### src/rtl/cache_lat_pkg.sv
package cache_lat_pkg;
  localparam int unsigned PW   = 8;
  localparam int unsigned LW   = 12;
  localparam int unsigned AW   = 3;
  localparam int unsigned NPAR = 6;

  typedef enum logic [AW-1:0] {
    P_TAG_RD   = 3'd0,
    P_TAG_WR   = 3'd1,
    P_DIRTY_RD = 3'd2,
    P_DIRTY_WR = 3'd3,
    P_DATA_RD  = 3'd4,
    P_DATA_WR  = 3'd5
  } par_idx_e;

  typedef struct packed {
    logic write;
    logic hit;
    logic dirty;
    logic wthru;
    logic walloc;
  } req_t;
endpackage

### src/rtl/lat_param_regs.sv
module lat_param_regs #(
  parameter int unsigned PW      = cache_lat_pkg::PW,
  parameter int unsigned AW      = cache_lat_pkg::AW,
  parameter int unsigned NPAR    = cache_lat_pkg::NPAR,
  parameter int unsigned RST_VAL = 1
) (
  input  logic                     clk_i,
  input  logic                     rst_ni,
  input  logic                     we_i,
  input  logic [AW-1:0]            addr_i,
  input  logic [PW-1:0]            wdata_i,
  output logic [PW-1:0]            rdata_o,
  output logic [NPAR-1:0][PW-1:0]  par_o
);
  for (genvar g = 0; g < NPAR; g++) begin : g_reg
    localparam logic [AW-1:0] MY_ADDR = AW'(g);
    always_ff @(posedge clk_i or negedge rst_ni) begin
      if (!rst_ni)                       par_o[g] <= PW'(RST_VAL);
      else if (we_i && addr_i == MY_ADDR) par_o[g] <= wdata_i;
    end
  end

  always_comb begin
    rdata_o = '0;
    for (int i = 0; i < NPAR; i++)
      if (addr_i == AW'(i)) rdata_o = par_o[i];
  end
endmodule

### src/rtl/lat_sum.sv
module lat_sum
  import cache_lat_pkg::*;
#(
  parameter int unsigned PW = cache_lat_pkg::PW,
  parameter int unsigned LW = cache_lat_pkg::LW
) (
  input  logic [NPAR-1:0][PW-1:0] par_i,
  input  req_t                    req_i,
  input  logic [PW-1:0]           ext_rd_i,
  input  logic [PW-1:0]           ext_wr_i,
  output logic [LW-1:0]           lat_o
);
  logic [LW-1:0] tr, tw, yr, yw, dr, dw, er, ew;
  logic refill, evict, rd_hit, wr_hit, wr_bypass;

  assign tr = LW'(par_i[P_TAG_RD]);
  assign tw = LW'(par_i[P_TAG_WR]);
  assign yr = LW'(par_i[P_DIRTY_RD]);
  assign yw = LW'(par_i[P_DIRTY_WR]);
  assign dr = LW'(par_i[P_DATA_RD]);
  assign dw = LW'(par_i[P_DATA_WR]);
  assign er = LW'(ext_rd_i);
  assign ew = LW'(ext_wr_i);

  // phase groups shared between scenarios
  assign rd_hit    = !req_i.write && req_i.hit;
  assign wr_hit    = req_i.write && req_i.hit;
  assign wr_bypass = req_i.write && !req_i.hit && !req_i.walloc;
  assign refill    = !req_i.hit && (!req_i.write || req_i.walloc);
  assign evict     = refill && req_i.dirty;

  always_comb begin
    lat_o = tr;
    if (rd_hit)                 lat_o += dr;
    if (wr_hit)                 lat_o += dw + yw;
    if (wr_hit && req_i.wthru)  lat_o += dr + ew;
    if (wr_bypass)              lat_o += ew;
    if (evict)                  lat_o += dr + ew + yw;
    if (refill)                 lat_o += yr + er + dw + tw;
    if (refill && req_i.write)  lat_o += dw + yw;
  end
endmodule

### src/rtl/lat_countdown.sv
module lat_countdown #(
  parameter int unsigned LW = cache_lat_pkg::LW
) (
  input  logic          clk_i,
  input  logic          rst_ni,
  input  logic          valid_i,
  input  logic [LW-1:0] lat_i,
  output logic          ready_o,
  output logic [LW-1:0] lat_o,
  output logic          done_o
);
  logic [LW-1:0] cnt_q;
  logic          take;

  assign ready_o = (cnt_q == '0);
  assign take    = valid_i && ready_o;

  always_ff @(posedge clk_i or negedge rst_ni) begin
    if (!rst_ni) begin
      cnt_q  <= '0;
      lat_o  <= '0;
      done_o <= 1'b0;
    end else if (take) begin
      cnt_q  <= lat_i;
      lat_o  <= lat_i;
      done_o <= (lat_i == '0);
    end else if (cnt_q != '0) begin
      cnt_q  <= cnt_q - 1'b1;
      done_o <= (cnt_q == LW'(1));
    end else begin
      done_o <= 1'b0;
    end
  end
endmodule

### src/rtl/cache_lat_calc.sv
module cache_lat_calc
  import cache_lat_pkg::*;
(
  input  logic          clk_i,
  input  logic          rst_ni,
  input  logic          cfg_we_i,
  input  logic [AW-1:0] cfg_addr_i,
  input  logic [PW-1:0] cfg_wdata_i,
  output logic [PW-1:0] cfg_rdata_o,
  input  logic          req_valid_i,
  output logic          req_ready_o,
  input  logic          req_write_i,
  input  logic          req_hit_i,
  input  logic          req_dirty_i,
  input  logic          req_wthru_i,
  input  logic          req_walloc_i,
  input  logic [PW-1:0] ext_rd_lat_i,
  input  logic [PW-1:0] ext_wr_lat_i,
  output logic [LW-1:0] lat_o,
  output logic          done_o
);
  logic [NPAR-1:0][PW-1:0] par;
  logic [LW-1:0]           lat_calc;
  req_t                    req;

  assign req = '{write: req_write_i, hit: req_hit_i, dirty: req_dirty_i,
                 wthru: req_wthru_i, walloc: req_walloc_i};

  lat_param_regs #(.PW(PW), .AW(AW), .NPAR(NPAR), .RST_VAL(1)) u_regs (
    .clk_i   (clk_i),
    .rst_ni  (rst_ni),
    .we_i    (cfg_we_i),
    .addr_i  (cfg_addr_i),
    .wdata_i (cfg_wdata_i),
    .rdata_o (cfg_rdata_o),
    .par_o   (par)
  );

  lat_sum #(.PW(PW), .LW(LW)) u_sum (
    .par_i    (par),
    .req_i    (req),
    .ext_rd_i (ext_rd_lat_i),
    .ext_wr_i (ext_wr_lat_i),
    .lat_o    (lat_calc)
  );

  lat_countdown #(.LW(LW)) u_cnt (
    .clk_i   (clk_i),
    .rst_ni  (rst_ni),
    .valid_i (req_valid_i),
    .lat_i   (lat_calc),
    .ready_o (req_ready_o),
    .lat_o   (lat_o),
    .done_o  (done_o)
  );
endmodule

### config.mk
export PLATFORM = sky130hd
export DESIGN_NAME = cache_lat_calc
export DESIGN_NICKNAME = d
export VERILOG_FILES = /design/src/rtl/cache_lat_pkg.sv /design/src/rtl/lat_param_regs.sv /design/src/rtl/lat_sum.sv /design/src/rtl/lat_countdown.sv /design/src/rtl/cache_lat_calc.sv
export SDC_FILE = /design/constraint.sdc
export NUM_CORES = 1
export LEC_CHECK = 0
export ABC_CLOCK_PERIOD_IN_PS = 10500
export BUFFER_PORTS_ARGS = -buffer_cell sky130_fd_sc_hd__clkbuf_2
export CORE_UTILIZATION = 45
export DETAILED_ROUTE_END_ITERATION = 8
export PLACE_DENSITY = 0.65
export SETUP_SLACK_MARGIN = 0.02
export SYNTH_ARGS = -nofsm -noshare
export SYNTH_HDL_FRONTEND = slang
export SYNTH_SLANG_ARGS = --single-unit
export TNS_END_PERCENT = 30
### constraint.sdc
create_clock -name clk_i -period 10.5 [get_ports clk_i]
set_input_delay 0.525 -clock clk_i [delete_from_list [all_inputs] [get_ports clk_i]]
set_output_delay 0.525 -clock clk_i [all_outputs]
set_load 0.01 [all_outputs]
==> summary.txt, run 1 <==
Status
  • Result of the run: finished, violations left
  • Violations in the final reports: design-rule violations

Floorplan
  • # rows: 49
  • Number of top-level pins: 58
  • Die Footprint: 0.0194 mm^2
  • Horizontal die dimension: 139 um
  • Initial core utilization: 46.5%
  • DIE HEIGHT: 139 um
  • Core Footprint: 0.0182 mm^2

Global routing
  • Antenna violations before repair: 0
  • Global-route wire length before repair: 37700 um
  • Pin count of the biggest net entering global routing: 74
  • Met2 capacity usage during global routing: 40.1%
  • GR met3 Demand/Resource: 4.07%
  • Vias in the first global route: 7100
  • GRT Overall Usage: 25.1%
  • Most Used Layer, Global Route: met2
  • Met1 track utilization from global routing: 34.5%
  • Global route total overflow: 0

Clock tree
  • Clock sink count: 73
  • Clock tree root driver cell: sky130_fd_sc_hd__clkbuf_16
  • Buffer depth of the longest clock path: 2
  • Insertion delay to the later sink of the worst-skew pair: 350 ps
  • CTS Hold Bufs: 0
  • H-tree Lvls: 3
  • Post-CTS Setup Inserts: 0
  • Post-CTS clock slew at the launch and capture registers of the worst setup and hold paths: 70 ps
  • Post_cts resized: 0
  • CTS tree: built
  • Number of buffers created by CTS: 9

Yosys
  • Synthesized area: 0.00846 mm^2
  • Flops & latches, synth: 73
  • Yosys top cell by area: sky130_fd_sc_hd__dfrtp_1
  • Syn Inst Count: 978
  • Distinct cells, synth: 71
  • Register area share after synthesis: 21.7%
  • Syn nets: 1139
  • Average footprint of a synthesized cell: 8.65 um^2
  • Portion of synthesized cell area occupied by the leading cell type: 19.8%
  • Warnings from Yosys: 0
  • Commonest register cell after synthesis: sky130_fd_sc_hd__dfrtp_1
  • Ranking of synthesized cells by area: sky130_fd_sc_hd__dfrtp_1 (20%), sky130_fd_sc_hd__ha_1 (14%), sky130_fd_sc_hd__fa_1 (7.8%), sky130_fd_sc_hd__mux2_2 (5.9%), sky130_fd_sc_hd__nand2_1 (4.5%)
  • Share of flip-flops with an asynchronous set or reset: 100%
  • Number of synthesized flops with an enable pin: 0

Routing
  • Number of nets with antenna violations after routing: 0
  • Detailed-router iteration count before antenna repair: 8
  • Number of violations reported at the end of detailed-routing iteration 0: 495
  • Via count of the routed design: 7308
  • Total wirelength of the detailed-routed design: 23400 um
  • Post-DR wirelength/cell: 18.5 um
  • Number of remaining DRC errors: 1
  • Via count normalized by instance count: 5.78

Placed design
  • Instance count after placement with tap cells included: 1248
  • Final HPWL from detailed placement: 19100 um
  • Routability congestion estimate: 0.939
  • Count of input and output buffers: 57

Finish
  • Layout cell share with drive strength beyond 1: 15.1%
  • Area growth, synth to finish: 10.4%
  • Sequential cell area: 0.00184 mm^2
  • Non-filler instance count after layout: 1264
  • Total of fill cells in the finished design: 1729
  • Final Core Density: 51.3%
  • Nets: 1191
  • Multi-input logic area: 0.00625 mm^2
  • Number of antenna diodes: 0

STA
  • Pin slew with the least headroom to its limit: 956 ps
  • Period minus WS final: 9910 ps
  • Fin crit share: 94.4%
  • RSZ-0062 raised after global routing: no
  • Setup-failing EPs final: 0
  • Remaining max-slew budget at the tightest pin: 36.3%
  • Max Clock Freq: 0.101 GHz
  • Number of max-slew violations in the final report: 0
  • Clk_skew: 13.0 ps
  • Final-report hold violation count: 0
  • Final-layout setup total negative slack: 0 ps

Job
  • Max Cap Viol: 0

Critical path
  • Capturing element type of the critical path: register
  • Max Fanout on Critical Path: 6
  • Data arrival, critical path: 10170 ps
  • Kind of start point of the critical path: register
  • Cell family with most CP delay: adder cells
  • Slowest stage cell on the critical path: sky130_fd_sc_hd__fa_1
  • Required @ worst endpoint: 10760 ps
  • Crit-path max cell delay: 600 ps
  • Worst Path Class, Setup: reg2reg
  • Number of buffers and inverters on the critical path: 2

Min path
  • Class of the most critical hold timing path: in2async
## cell usage in the layout, fill, tap and decap left out, drive strengths merged, types with 5 or more instances in the layout
cell / count
or2: 7
mux2: 44
buf: 8
a21boi: 5
xor2: 24
nand2b: 18
fa: 33
nor2: 66
o21a: 11
nand2: 101
mux2i: 32
nor3b: 8
a31oi: 6
nor2b: 10
a21oi: 70
o21bai: 13
nand3: 9
a21o: 30
inv: 84
xnor2: 36
o221ai: 8
a211o: 8
o21ai: 62
dfstp: 6
nor3: 19
o31ai: 6
nor4: 6
dfrtp: 67
clkbuf: 66
ha: 92
a211oi: 16
## worst paths after layout
check / from / to / slack (ps) / depth (start not counted)
min: rst_ni / u_regs.par_o[17] / 310 / 1
max in group asynchronous: rst_ni / u_regs.par_o[33] / 9530 / 1
max reg2reg: u_regs.par_o[24] / u_cnt.done_o / 590 / 41
max: u_regs.par_o[24] / u_cnt.done_o / 590 / 41
min reg2reg: u_cnt.lat_o[8] / u_cnt.lat_o[8] / 470 / 2
min in group clk_i: cfg_wdata_i[6] / u_regs.par_o[14] / 470 / 3
## state kept, by name (all words and copies together) (netlist names)
register	cells
u_cnt.lat_o	12
u_cnt.cnt_q	12
u_cnt.done_o	1
u_regs.par_o	48
## cell usage after synthesis (all sizes together), types with 7 or more instances
cell and n:
nor2 66, or2 7, mux2 44, xnor2 36, nor3b 8, ha 92
inv 84, nor3 19, clkbuf 20, dfrtp 67, o21bai 13, nand2 101
nor2b 10, a21o 30, mux2i 32, o221ai 8, o21a 11, a211o 8
o21ai 62, fa 33, a211oi 16, xor2 24, a21oi 70, nand3 9
nand2b 18
## kinds of logic (layout without fill, tap and decap cells)
logic type / after synthesis / in the layout / share of synthesized area (%)
flip-flops: 73 / 73 / 21.7
multiplexers: 76 / 76 / 9.64
AND/OR/NAND/NOR: 269 / 269 / 15.4
AO/OA/AOI/OAI: 268 / 268 / 20.7
adder cells (fa/ha/maj): 125 / 125 / 21.4
buffers and inverters: 107 / 164 / 4.92
XOR/XNOR: 60 / 60 / 6.21
## per-stage QoR
step | hold WS (ps) | instance area, um^2 | worst slack, ps
6_report | 305 | 9340 | 586
2_1_floorplan | 229 | 8460 | 1320
3_3_place_gp | 460 | 8990 | 351
5_1_grt | 391 | 9340 | 82.4
4_1_cts | 350 | 9300 | 300
3_5_place_dp | 463 | 8990 | 254
## final cells by class
type | count | area share [%]
Clock buffer | 10 | 2.56
Tap cell | 229 | 3.07
Clock inverter | 6 | 0.724
Inverter | 84 | 3.38
Timing Repair Buffer | 64 | 3.65
Sequential cell | 73 | 19.7
Multi-Input combinational cell | 798 | 67.0
## worst reg2reg max path: cells and delay by family (launching register included)
| kind | cells | cell delay, ps |
|---|---|---|
| AO/OA/AOI/OAI | 12 | 2660 |
| XOR/XNOR | 4 | 550 |
| adder cells (fa/ha/maj) | 10 | 4100 |
| buffers and inverters | 2 | 190 |
| flip-flops | 1 | 400 |
| multiplexers | 2 | 470 |
| AND/OR/NAND/NOR | 11 | 1470 |
## routing by layer
metal	up-vias	wire, um
li1	3597	-
met1	3493	11100
met2	190	10700
met3	28	1030
met4	0	535
met5	-	0
Power of run 1 is left out: the tool's default activity adds up to more than one toggle a clock period on the data nets, which glitch-free logic cannot reach.
==> inputs of run 2 (changes only) <==
Settings changed: RECOVER_POWER from default to 25.
==> run 2 against run 1 <==
The run ends with design-rule violations, max-capacitance violations, max-slew violations left. Sequential share of layout area is essentially flat. Cell area barely moved. Sequential cell count unchanged.
==> summary.txt, run 2 (synthesis gave the netlist of run 1 again) <==
Floorplan
  • Core Footprint: 0.0182 mm^2 (unchanged)
  • Number of top-level pins: 58 (unchanged)
  • DIE HEIGHT: 139 um (unchanged)
  • # rows: 49 (unchanged)
  • Initial core utilization: 46.5% (unchanged)
  • Horizontal die dimension: 139 um (unchanged)
  • Die Footprint: 0.0194 mm^2 (unchanged)

Finish
  • Area growth, synth to finish: 10.3% (was 10.4%)
  • Number of antenna diodes: 0 (unchanged)
  • Nets: 1191 (unchanged)
  • Largest register FFs: 48 (unchanged)
  • Most common library cell in the layout ignoring fill and taps: sky130_fd_sc_hd__nand2_1 (unchanged)
  • Final Core Density: 51.3% (about the same)
  • Register with the most flip-flops: u_regs.par_o (unchanged)
  • Most frequent cells in the layout: sky130_fd_sc_hd__nand2_1 (101), sky130_fd_sc_hd__ha_1 (92), sky130_fd_sc_hd__inv_1 (83) (unchanged)
  • Layout cell share with drive strength beyond 1: 15.0% (was 15.1%)
  • Biggest regs: u_regs.par_o: 48 flops, u_cnt.cnt_q: 12 flops, u_cnt.lat_o: 12 flops (unchanged)

STA
  • Final-layout setup total negative slack: 0 ps (unchanged)
  • Clk_skew: 13.0 ps (unchanged)
  • Fin crit share: 94.4% (about the same)
  • Setup-failing EPs final: 0 (unchanged)
  • Number of max-slew violations in the final report: 74 (was 0)
  • RSZ-0062 raised after global routing: no (unchanged)
  • Max Clock Freq: 0.101 GHz (unchanged)
  • Remaining max-slew budget at the tightest pin: -167% (was 36.3%)
  • Pin slew with the least headroom to its limit: 4000 ps (was 956 ps)
  • Final-report hold violation count: 0 (unchanged)
  • Period minus WS final: 9910 ps (about the same)

Min path
  • Hold endpoint: u_regs.par_o[14]
  • Class of the most critical hold timing path: in2reg (was in2async)
  • Min-Delay Startpoint: cfg_wdata_i[6]
  • Depth of the worst hold-timing path: 3

Routing
  • Number of nets with antenna violations after routing: 0 (unchanged)
  • Number of remaining DRC errors: 1 (unchanged)
  • Via count of the routed design: 7308 (unchanged)
  • Via count normalized by instance count: 5.78 (unchanged)
  • Number of violations reported at the end of detailed-routing iteration 0: 495 (unchanged)
  • Total wirelength of the detailed-routed design: 23400 um (about the same)
  • Post-DR wirelength/cell: 18.5 um (about the same)
  • Detailed-router iteration count before antenna repair: 8 (unchanged)

Clock tree
  • Clock tree root driver cell: sky130_fd_sc_hd__clkbuf_16 (unchanged)
  • Buffer depth of the longest clock path: 2 (unchanged)
  • Number of buffers created by CTS: 9 (unchanged)
  • Post-CTS Setup Inserts: 0 (unchanged)
  • CTS tree: built (unchanged)
  • Clock sink count: 73 (unchanged)
  • H-tree Lvls: 3 (unchanged)
  • Post-CTS clock slew at the launch and capture registers of the worst setup and hold paths: 70 ps (about the same)
  • Insertion delay to the later sink of the worst-skew pair: 350 ps (about the same)

Critical path
  • Endpoint of the worst-slack reg-to-reg timing path: u_cnt.done_o (unchanged)
  • Startpoint of the lowest-slack register-to-register path: u_regs.par_o[24] (unchanged)
  • Reg-to-reg setup timing slack: 590 ps (about the same)
  • Required @ worst endpoint: 10760 ps (about the same)
  • Critical path startpoint: u_regs.par_o[24] (unchanged)
  • Slowest stage cell on the critical path: sky130_fd_sc_hd__fa_1 (unchanged)
  • Crit-path max cell delay: 600 ps (about the same)
  • Max Fanout on Critical Path: 6 (unchanged)
  • R2R depth: 41 (unchanged)
  • Worst Path Class, Setup: reg2reg (unchanged)
  • Data arrival, critical path: 10170 ps (about the same)
  • Capturing element type of the critical path: register (unchanged)
  • Kind of start point of the critical path: register (unchanged)

Status
  • Result of the run: finished, violations left (unchanged)
  • Violations in the final reports: design-rule violations, max-capacitance violations, max-slew violations (was design-rule violations)

Placed design
  • Final HPWL from detailed placement: 19100 um (unchanged)
  • Routability congestion estimate: 0.939 (unchanged)
  • Count of input and output buffers: 57 (unchanged)

Global routing
  • Antenna violations before repair: 0 (unchanged)
  • Global route total overflow: 0 (unchanged)
  • GRT Overall Usage: 25.1% (unchanged)
  • Pin count of the biggest net entering global routing: 74 (unchanged)
  • Global-route wire length before repair: 37700 um (unchanged)
  • Vias in the first global route: 7100 (unchanged)

Job
  • Max Cap Viol: 1 (was 0)
run 2: cell count changes in the layout (fill, tap and decap cells not counted):
cell                       delta
sky130_fd_sc_hd__buf_4        -1
sky130_fd_sc_hd__clkbuf_1     +1
run 2: stage by stage:
| step | worst slack, ps | std cells | hold slack (ps) | instance area, um^2 |
|---|---|---|---|---|
| finish | 586 | 1264 | 470 | 9330 |
| CTS | 300 | 1264 | 350 | 9300 |
| global route | 82.4 | 1264 | 480 | 9330 |
| global placement | 351 | 1248 | 460 | 8990 |
| floorplan | 1320 | 978 | 229 | 8460 |
| detailed placement | 254 | 1248 | 463 | 8990 |
run 2: layout make-up:
type / count / area (um^2)
Fill cell: 1731 / 8880
Clock inverter: 6 / 67.6
Clock buffer: 10 / 239
Tap cell: 229 / 287
Sequential cell: 73 / 1840
Multi-Input combinational cell: 798 / 6250
Inverter: 84 / 315
Timing Repair Buffer: 64 / 337
run 2: worst max-delay path: cells and delay by family (launching register included):
kind / cells / cell delay [ps]
AO/OA/AOI/OAI: 12 / 2660
XOR/XNOR: 4 / 550
AND/OR/NAND/NOR: 11 / 1470
multiplexers: 2 / 470
flip-flops: 1 / 400
buffers and inverters: 2 / 190
adder cells (fa/ha/maj): 10 / 4100
run 2: repair_timing:
action                                 4_1_cts  5_1_grt
endpoints found under the hold margin        0        0
gates resized for setup                      0       11
hold buffers                                 0        0
setup endpoints to repair                    0       11
run 2: worst max-delay path by stage:
| stage | slack [ps] | to |
|---|---|---|
| 2_1_floorplan | 1320 | u_cnt.done_o |
| 3_3_place_gp | 350 | u_cnt.done_o |
| 3_5_place_dp | 250 | u_cnt.done_o |
| 4_1_cts | 300 | u_cnt.done_o |
| 5_1_grt | 80 | u_cnt.done_o |
| 6_report | 590 | u_cnt.done_o |
run 2: layer usage:
layer	global-route usage [%]	routed length (um)	part of all wire, %
met1	34.5	11100	48
met2	40.1	10700	46
met3	4.07	1030	4.4
met4	8.54	535	2.3
met5	0	0	0
Power of run 2 is left out for the same reason.
==> inputs of run 3 (changes only) <==
Settings changed: HOLD_SLACK_MARGIN from default to 0.06, RECOVER_POWER 25 to 100.
==> run 3 against run 2 <==
The flow still finishes with violations (design-rule violations, max-capacitance violations, max-slew violations). Clock skew down 2.0 ps. Non-clock buffer count unchanged. Die area unchanged. Critical path type is now in2reg.
==> summary.txt, run 3 (synthesis gave the netlist of run 1 again) <==
Finish
  • Largest register FFs: 48 (unchanged)
  • Register with the most flip-flops: u_regs.par_o (unchanged)
  • Area growth, synth to finish: 9.73% (was 10.3%)
  • Biggest regs: u_regs.par_o: 48 flops, u_cnt.cnt_q: 12 flops, u_cnt.lat_o: 12 flops (unchanged)
  • Most common library cell in the layout ignoring fill and taps: sky130_fd_sc_hd__nand2_1 (unchanged)
  • Number of antenna diodes: 0 (unchanged)
  • Most frequent cells in the layout: sky130_fd_sc_hd__nand2_1 (101), sky130_fd_sc_hd__ha_1 (92), sky130_fd_sc_hd__inv_1 (83) (unchanged)
  • Layout cell share with drive strength beyond 1: 12.3% (was 15.0%)
  • Nets: 1191 (unchanged)
  • Non-filler instance count after layout: 1264 (unchanged)

STA
  • RSZ-0062 raised after global routing: no (unchanged)
  • Pin slew with the least headroom to its limit: 3930 ps (was 4000 ps)
  • Fin crit share: 94.5% (was 94.4%)
  • Final worst-path setup slack: 577 ps (was 586 ps)
  • Period minus WS final: 9920 ps (was 9910 ps)
  • Max Clock Freq: 0.101 GHz (about the same)
  • Clk_skew: 11.0 ps (was 13.0 ps)
  • Number of max-slew violations in the final report: 83 (was 74)
  • Final-layout setup total negative slack: 0 ps (unchanged)
  • Final-report hold violation count: 0 (unchanged)
  • Remaining max-slew budget at the tightest pin: -162% (was -167%)
  • Setup-failing EPs final: 0 (unchanged)

Floorplan
  • Horizontal die dimension: 139 um (unchanged)
  • Number of top-level pins: 58 (unchanged)
  • Die Footprint: 0.0194 mm^2 (unchanged)
  • Core Footprint: 0.0182 mm^2 (unchanged)
  • # rows: 49 (unchanged)
  • DIE HEIGHT: 139 um (unchanged)
  • Initial core utilization: 46.5% (unchanged)

Critical path
  • Capturing element type of the critical path: register (unchanged)
  • Endpoint of the worst-slack reg-to-reg timing path: u_cnt.done_o (unchanged)
  • Data arrival, critical path: 10180 ps (was 10170 ps)
  • Required @ worst endpoint: 10760 ps (about the same)
  • R2R depth: 41 (unchanged)
  • Slowest stage cell on the critical path: sky130_fd_sc_hd__o311ai_0 (was sky130_fd_sc_hd__fa_1)
  • Startpoint of the lowest-slack register-to-register path: u_regs.par_o[24] (unchanged)
  • Worst Path Class, Setup: in2reg (was reg2reg)
  • Kind of start point of the critical path: primary input (was register)
  • Max Fanout on Critical Path: 12 (was 6)
  • Reg-to-reg setup timing slack: 610 ps (was 590 ps)
  • Critical path startpoint: req_hit_i (was u_regs.par_o[24])
  • Worst path most repeated cell: sky130_fd_sc_hd__nand2_1
  • Crit-path max cell delay: 530 ps (was 600 ps)

Clock tree
  • Post-CTS clock slew at the launch and capture registers of the worst setup and hold paths: 60 ps (was 70 ps)
  • Insertion delay to the later sink of the worst-skew pair: 350 ps (about the same)
  • Clock sink count: 73 (unchanged)
  • Clock tree root driver cell: sky130_fd_sc_hd__clkbuf_16 (unchanged)
  • Post_cts resized: 0 (unchanged)
  • CTS Hold Bufs: 0 (unchanged)
  • Buffer depth of the longest clock path: 2 (unchanged)
  • Number of buffers created by CTS: 9 (unchanged)
  • CTS tree: built (unchanged)
  • Post-CTS Setup Inserts: 0 (unchanged)
  • H-tree Lvls: 3 (unchanged)

Global routing
  • Global-route wire length before repair: 37700 um (unchanged)
  • GR met3 Demand/Resource: 4.07% (unchanged)
  • Vias in the first global route: 7100 (unchanged)
  • Most Used Layer, Global Route: met2 (unchanged)
  • GRT Overall Usage: 25.1% (unchanged)
  • Pin count of the biggest net entering global routing: 74 (unchanged)
  • Met2 capacity usage during global routing: 40.1% (unchanged)
  • Global route total overflow: 0 (unchanged)
  • Antenna violations before repair: 0 (unchanged)
  • Met1 track utilization from global routing: 34.5% (unchanged)

Routing
  • Number of nets with antenna violations after routing: 0 (unchanged)
  • Via count normalized by instance count: 5.80 (was 5.78)
  • Detailed-router iteration count before antenna repair: 9 (was 8)
  • Post-DR wirelength/cell: 18.5 um (about the same)
  • Number of violations reported at the end of detailed-routing iteration 0: 489 (was 495)
  • Number of remaining DRC errors: 1 (unchanged)
  • Total wirelength of the detailed-routed design: 23400 um (about the same)
  • Via count of the routed design: 7337 (was 7308)

Min path
  • Min-Delay Startpoint: cfg_wdata_i[6] (unchanged)
  • Depth of the worst hold-timing path: 3 (unchanged)
  • Hold endpoint: u_regs.par_o[14] (unchanged)
  • Class of the most critical hold timing path: in2reg (unchanged)

Status
  • Violations in the final reports: design-rule violations, max-capacitance violations, max-slew violations (unchanged)
  • Result of the run: finished, violations left (unchanged)

Placed design
  • Worst slack at placement: 254 ps (unchanged)
  • Final HPWL from detailed placement: 19100 um (unchanged)
  • Count of input and output buffers: 57 (unchanged)
  • Instance count after placement with tap cells included: 1248 (unchanged)
  • Routability congestion estimate: 0.939 (unchanged)

Job
  • Max Cap Viol: 2 (was 1)
## run 3: worst max-delay path, delay by kind of cell
family / cells / cell delay [ps]
adders and majority gates: 9 / 3350
AOI/OAI and AO/OA: 12 / 2630
and+or+nand+nor: 14 / 2150
xor gates and xnor gates: 4 / 550
buffers and inverters: 3 / 500
muxes: 2 / 470
## run 3: stage by stage
step | util [%] | cell area [um^2] | hold slack [ps]
final | 51.0 | 9280 | 468
after floorplan | - | 8460 | 229
after detailed placement | 49.4 | 8990 | 463
after CTS | 51.1 | 9300 | 350
after global routing | 51.0 | 9280 | 480
after global placement | 49.4 | 8990 | 460
## run 3: final cells by class
class                   count  area, um^2
repair buffers             64         297
well taps                 229         287
inverters                  84         315
clock buffers              10         239
fillers                  1748        8920
flip-flops and latches     73        1840
multi-input cells         798        6240
clock inverters             6        67.6
## run 3: worst max path at each step
stage / end / slack, ps
2_1_floorplan: u_cnt.done_o / 1320
3_3_place_gp: u_cnt.done_o / 350
3_5_place_dp: u_cnt.done_o / 250
4_1_cts: u_cnt.done_o / 300
5_1_grt: u_cnt.done_o / 40
6_report: u_cnt.done_o / 580
## run 3: layer usage
metal / part of all wire, % / vias up
li1: - / 3599
met1: 47 / 3504
met2: 46 / 202
met3: 5.5 / 32
met4: 2.2 / 0
met5: 0 / -
Power of run 3 is left out for the same reason.
